`config.mk`:
```
export PLATFORM = sky130hd
export DESIGN_NAME = dch_frame_buffer
export DESIGN_NICKNAME = d
export VERILOG_FILES = /design/src/rtl/dchbuf_pkg.sv /design/src/rtl/dch_timing.sv /design/src/rtl/dch_tx.sv /design/src/rtl/dch_rx.sv /design/src/rtl/dch_irq.sv /design/src/rtl/dch_frame_buffer.sv
export SDC_FILE = /design/constraint.sdc
export NUM_CORES = 1
export LEC_CHECK = 0
export BUFFER_PORTS_ARGS = -buffer_cell sky130_fd_sc_hd__buf_4
export CAP_MARGIN = 30
export CELL_PAD_IN_SITES_DETAIL_PLACEMENT = 0
export CELL_PAD_IN_SITES_GLOBAL_PLACEMENT = 1
export CORE_MARGIN = 1
export CORE_UTILIZATION = 49
export CTS_BUF_LIST = sky130_fd_sc_hd__clkbuf_8
export DETAILED_ROUTE_END_ITERATION = 8
export GPL_TIMING_DRIVEN = 0
export PLACE_DENSITY = 0.89
export SLEW_MARGIN = 20
export SYNTH_ARGS = -nofsm -noshare
export SYNTH_HDL_FRONTEND = slang
export SYNTH_SLANG_ARGS = --single-unit
```
`constraint.sdc`:
```
create_clock -name clk -period 3.8 [get_ports clk]
set_clock_uncertainty 0.2 [all_clocks]
set_input_delay 0.76 -clock clk [delete_from_list [all_inputs] [get_ports clk]]
set_output_delay 0.76 -clock clk [all_outputs]
set_load 0.02 [all_outputs]
```
`src/rtl/dchbuf_pkg.sv`:
```
package dchbuf_pkg;

    localparam int BYTE_W    = 8;
    localparam int BIT_IDX_W = 3;

    typedef enum logic {
        RATE_16K = 1'b0,
        RATE_8K  = 1'b1
    } rate_e;

    // Position of the current bit cell relative to the signalling channel
    typedef struct packed {
        logic                 in_dch;
        logic [BIT_IDX_W-1:0] bit_idx;
    } slot_t;

    // Index of the final frame of a transfer cycle
    function automatic logic [2:0] last_frame(rate_e r);
        return (r == RATE_8K) ? 3'd7 : 3'd3;
    endfunction

    // Byte bit carried by a channel cell: frame index plus cell within pair
    function automatic logic [BIT_IDX_W-1:0] map_bit(rate_e r, logic [2:0] frm, logic second);
        logic [BIT_IDX_W-1:0] idx;
        if (r == RATE_8K) idx = frm;
        else              idx = {frm[1:0], second};
        return idx;
    endfunction

endpackage

```
`src/rtl/dch_timing.sv`:
```
module dch_timing
    import dchbuf_pkg::*;
#(
    parameter int BITS_PER_FRAME = 32,
    parameter int DCH_CELL       = 0
) (
    input  logic  clk,
    input  logic  rst,
    input  rate_e rate,
    input  logic  bit_en,
    input  logic  frame_pulse,
    output slot_t slot,
    output logic  cycle_start,
    output logic  frame_start,
    output logic  byte_done
);

    localparam int CNT_W = (BITS_PER_FRAME > 1) ? $clog2(BITS_PER_FRAME) : 1;
    localparam logic [CNT_W-1:0] CELL_MAX = CNT_W'(BITS_PER_FRAME - 1);
    localparam logic [CNT_W-1:0] CELL_A   = CNT_W'(DCH_CELL);
    localparam logic [CNT_W-1:0] CELL_B   = CNT_W'(DCH_CELL + 1);

    generate
        if (DCH_CELL + 3 > BITS_PER_FRAME) begin : g_bad_cell
            $error("channel cells plus interrupt cell must fit in the frame");
        end
    endgenerate

    logic [CNT_W-1:0] cell_q;
    logic [2:0]       frm_q;
    logic             wrap;

    assign wrap = (frm_q >= last_frame(rate));

    always_ff @(posedge clk) begin
        if (rst) begin
            cell_q <= CELL_MAX;
            frm_q  <= 3'd7;
        end else if (bit_en) begin
            if (frame_pulse) begin
                cell_q <= '0;
                frm_q  <= wrap ? 3'd0 : frm_q + 3'd1;
            end else if (cell_q != CELL_MAX) begin
                cell_q <= cell_q + 1'b1;
            end
        end
    end

    always_comb begin
        slot.in_dch  = (cell_q == CELL_A) || ((rate == RATE_16K) && (cell_q == CELL_B));
        slot.bit_idx = map_bit(rate, frm_q, cell_q == CELL_B);
    end

    assign frame_start = bit_en & frame_pulse;
    assign cycle_start = frame_start & wrap;
    assign byte_done   = bit_en & slot.in_dch & (slot.bit_idx == 3'd7);

endmodule

```
`src/rtl/dch_tx.sv`:
```
module dch_tx
    import dchbuf_pkg::*;
(
    input  logic              clk,
    input  logic              rst,
    input  logic              soft_rst,
    input  logic              wr_en,
    input  logic [BYTE_W-1:0] wr_data,
    input  logic              cycle_start,
    input  slot_t             slot,
    output logic [BYTE_W-1:0] cur_byte,
    output logic              ser_out
);

    logic [BYTE_W-1:0] hold_q;
    logic [BYTE_W-1:0] cur_q;

    always_ff @(posedge clk) begin
        if (rst || soft_rst) begin
            hold_q <= '1;
            cur_q  <= '1;
        end else begin
            if (wr_en)       hold_q <= wr_data;
            if (cycle_start) cur_q  <= hold_q;
        end
    end

    assign cur_byte = cur_q;
    assign ser_out  = slot.in_dch ? cur_q[slot.bit_idx] : 1'b1;

endmodule

```
`src/rtl/dch_rx.sv`:
```
module dch_rx
    import dchbuf_pkg::*;
(
    input  logic              clk,
    input  logic              bit_en,
    input  slot_t             slot,
    input  logic              ser_in,
    input  logic              byte_done,
    output logic [BYTE_W-1:0] rd_byte
);

    logic [BYTE_W-1:0] gather_q;
    logic [BYTE_W-1:0] gather_nxt;
    logic [BYTE_W-1:0] rd_q;
    logic              take;

    assign take = bit_en & slot.in_dch;

    generate
        for (genvar i = 0; i < BYTE_W; i++) begin : g_bit
            assign gather_nxt[i] = (take && (slot.bit_idx == BIT_IDX_W'(i))) ? ser_in : gather_q[i];
        end
    endgenerate

    // Receive storage carries no reset preset
    always_ff @(posedge clk) begin
        gather_q <= gather_nxt;
        if (byte_done) rd_q <= gather_nxt;
    end

    assign rd_byte = rd_q;

endmodule

```
`src/rtl/dch_irq.sv`:
```
module dch_irq (
    input  logic clk,
    input  logic rst,
    input  logic soft_rst,
    input  logic set_evt,
    input  logic access,
    input  logic frame_start,
    output logic irq
);

    logic irq_q;

    always_ff @(posedge clk) begin
        if (rst || soft_rst)           irq_q <= 1'b0;
        else if (set_evt)              irq_q <= 1'b1;
        else if (access || frame_start) irq_q <= 1'b0;
    end

    assign irq = irq_q;

endmodule

```
`src/rtl/dch_frame_buffer.sv`:
```
module dch_frame_buffer
    import dchbuf_pkg::*;
#(
    parameter int BITS_PER_FRAME = 32,
    parameter int DCH_CELL       = 0
) (
    input  logic       clk,
    input  logic       rst,
    input  logic       soft_rst,
    input  logic       mode_8k,
    input  logic       bit_en,
    input  logic       frame_pulse,
    input  logic       ser_in,
    output logic       ser_out,
    input  logic       cpu_wr,
    input  logic       cpu_rd,
    input  logic [7:0] cpu_wdata,
    output logic [7:0] cpu_rdata,
    output logic       irq
);

    rate_e             rate;
    slot_t             slot;
    logic              cycle_start;
    logic              frame_start;
    logic              byte_done;
    logic [BYTE_W-1:0] tx_cur;

    assign rate = rate_e'(mode_8k);

    dch_timing #(
        .BITS_PER_FRAME(BITS_PER_FRAME),
        .DCH_CELL      (DCH_CELL)
    ) u_timing (
        .clk        (clk),
        .rst        (rst),
        .rate       (rate),
        .bit_en     (bit_en),
        .frame_pulse(frame_pulse),
        .slot       (slot),
        .cycle_start(cycle_start),
        .frame_start(frame_start),
        .byte_done  (byte_done)
    );

    dch_tx u_tx (
        .clk        (clk),
        .rst        (rst),
        .soft_rst   (soft_rst),
        .wr_en      (cpu_wr),
        .wr_data    (cpu_wdata),
        .cycle_start(cycle_start),
        .slot       (slot),
        .cur_byte   (tx_cur),
        .ser_out    (ser_out)
    );

    dch_rx u_rx (
        .clk      (clk),
        .bit_en   (bit_en),
        .slot     (slot),
        .ser_in   (ser_in),
        .byte_done(byte_done),
        .rd_byte  (cpu_rdata)
    );

    dch_irq u_irq (
        .clk        (clk),
        .rst        (rst),
        .soft_rst   (soft_rst),
        .set_evt    (byte_done),
        .access     (cpu_rd | cpu_wr),
        .frame_start(frame_start),
        .irq        (irq)
    );

endmodule

```
==> results.json <==
{
  "status": "finished clean",
  "async_flop_share_pct": 0,
  "route.vias.total": 1299,
  "rsz0062_at_grt": "no",
  "start_util_pct": 52.49,
  "drtAntennaViolNets": 0,
  "yosys_warnings": 0,
  "endpoint_kind": "output pin",
  "drc": 0,
  "cts_resized": 0,
  "yosysSeqAreaShare_pct": 49.86,
  "grt_antenna_before_repair": 0,
  "syn2layout_area_growth_pct": 17.52,
  "final_area_um2": 2123,
  "synth_nets": 188,
  "num-nets-final": 218,
  "cap_viol_max_count": 0,
  "dp_hpwl_um": 2485,
  "ys.flop_type": "dfxtp_1",
  "gr-total-overflow": 0,
  "gp_congestion": 0.8410,
  "vdd_ir_drop_max_v": 0.0002416,
  "grt_pass1_wl_um": 5858,
  "grt_max_degree": 14,
  "finalNonFillerCells": 242,
  "fin_crit_ns": 3.233,
  "clk_pin_slew_ns": 0.08,
  "drt-initial-drc-count": 50,
  "cts_buffers": 5,
  "ys_ff_latch": 41,
  "holdCritPathClass": "flop to flop",
  "p_leak_nw": 0.9219,
  "syn_avg_cell_area_um2": 10.95,
  "io_buffers": 23,
  "coreArea_um2": 3442,
  "fillerInstances": 293,
  "cts_max_path_buffers": 2,
  "drive_gt1_share_pct": 23.98,
  "relSlewSlack_pct": 61.18,
  "die_width_um": 62.72,
  "die_h_um": 62.72,
  "syn_inst": 165,
  "cts_setup_buffers": 0,
  "wirelength_um": 3254,
  "start_kind": "flop",
  "wl_per_cell_um": 13.45,
  "root_buffer": "clkbuf_8",
  "ios": 27,
  "synth_edf_count": 8,
  "netlist_area_um2": 1807,
  "max_freq_mhz": 309.3,
  "clk_latency_ns": 0.29,
  "crit_arrival_ns": 2.27,
  "hold_buffers": 0,
  "place_inst": 234,
  "yosysUniqueCellTypes": 36,
  "h-tree-depth": 2,
  "fin_tns_setup_ns": 0,
  "n_antenna_cell": 0,
  "via_per_inst": 5.368,
  "grt_pass1_vias": 1293,
  "groute.usage.overall_pct": 19.22,
  "clkSinkCount": 41,
  "worstPathMaxFanout": 5,
  "post-route-util_pct": 61.69,
  "hold_viol_final": 0,
  "tritoncts": "yes",
  "critPathKind": "flop to output pin",
  "std_cell_rows": 21,
  "firstDrtPassIters": 4,
  "slew_viol_final": 0,
  "worst_pin_slew_ns": 0.5823,
  "setup_viol": 0,
  "required_ns": 2.84,
  "die_area_um2": 3934,
  "min_period_over_period_pct": 85.08,
  "powerDensity_nw_per_um2": 403.2,
  "placed_area_um2": 2037
}
## cells in the mapped netlist, types with 2 or more instances
library cell	n	area share, %
a211o_1	2	0.97
a21o_1	2	0.83
a21oi_1	3	0.83
a221o_1	4	2.2
clkbuf_1	5	1.0
dfxtp_1	33	37
edfxtp_1	8	13
ha_1	6	4.2
inv_1	5	1.0
mux2_2	8	5.0
mux2i_1	13	7.2
nand2_1	13	2.7
nand2b_1	3	1.0
nand3_1	16	4.4
nor2_1	3	0.62
nor2b_1	2	0.69
nor3_1	8	2.2
o21ai_0	13	3.6
## final timing paths
kind | depth (start not counted) | startpoint | to | slack [ns]
setup / recovery | 7 | u_timing.cell_q[1]$_SDFFE_PP1P_ | ser_out | 0.57
hold reg to reg | 1 | u_rx.gather_q[3]$_DFF_P_ | u_rx.gather_q[3]$_DFF_P_ | 0.28
hold / removal | 1 | u_rx.gather_q[3]$_DFF_P_ | u_rx.gather_q[3]$_DFF_P_ | 0.28
setup reg to reg | 4 | u_timing.frm_q[0]$_SDFFE_PP1P_ | u_rx.rd_byte[7]$_DFFE_PP_ | 1.45
## power by group
part,switching (mW),internal [mW],total [mW]
Sequential,0.0147,0.456,0.471
Clock,0.148,0.127,0.275
Combinational,0.0593,0.0507,0.110
Total,0.222,0.634,0.856
## sequential cells by signal, summed over array words and instances (netlist names)
name             flops
u_tx.cur_byte        8
u_timing.frm_q       3
u_rx.gather_q        8
u_rx.rd_byte         8
u_timing.cell_q      5
u_irq.irq            1
u_tx.hold_q          8
## worst max-delay path: stages, from the launching register on
cell,delay (ns)
dfxtp_1,0.39
inv_1,0.08
ha_1,0.18
and2b_1,0.24
a22oi_4,0.27
mux4_2,0.55
o211ai_2,0.10
buf_4,0.16
## placed cells by master, fill, tap and decap left out, types with 2 or more instances in the layout
master | netlist | routed
mux2i_1 | 13 | 13
a221o_1 | 4 | 4
nor2b_1 | 2 | 2
a21o_1 | 2 | 2
ha_1 | 6 | 6
a211o_1 | 2 | 2
nand2_1 | 13 | 13
mux2_2 | 8 | 8
nand2b_1 | 3 | 3
nor3_1 | 8 | 8
clkbuf_8 | 0 | 5
inv_1 | 5 | 5
a21oi_1 | 3 | 3
buf_4 | 0 | 23
dfxtp_1 | 33 | 33
nor2_1 | 3 | 3
clkbuf_1 | 5 | 5
edfxtp_1 | 8 | 8
o21ai_0 | 13 | 13
nand3_1 | 16 | 16
## through the flow
stage	setup slack [ns]	power, mW	hold WS (ns)
5_1_grt	0.4530	0.8959	0.3007
4_1_cts	0.5549	0.8623	0.2853
3_3_place_gp	0.6229	0.5834	0.2533
6_report	0.5670	0.8561	0.2827
3_5_place_dp	0.6045	0.5906	0.2650
2_1_floorplan	0.7853	0.5573	0.2412
## kinds of logic (layout without fill, tap and decap cells)
kind of cell	count (synthesis)	after routing	share of synthesized area (%)
and+or+nand+nor	54	54	15.93
DFF	41	41	49.86
buffers and inverters	12	43	2.978
AOI/OAI and AO/OA	29	29	12.40
adders and majority gates	6	6	4.155
muxes	23	23	14.68
## routing by layer
metal | track usage [%] | up-vias | part of all wire [%]
met3 | 5.839 | 6 | 4.0
met5 | 0 | - | 0
met4 | 6.977 | 0 | 1.7
li1 | - | 664 | -
met2 | 33.42 | 26 | 50
met1 | 22.11 | 603 | 44
## cell type report
cell class | instances | area [µm²] | area share, %
sequential | 41 | 900.9 | 42.43
buffer | 7 | 35.03 | 1.650
clock buffer | 5 | 68.82 | 3.241
timing repair buffer | 23 | 172.7 | 8.132
clock inverter | 3 | 17.52 | 0.8250
multi-input combinational | 112 | 852.1 | 40.13
inverter | 5 | 18.77 | 0.8839
tap | 46 | 57.56 | 2.711
Note: power is estimated with default switching activity, not from simulation.
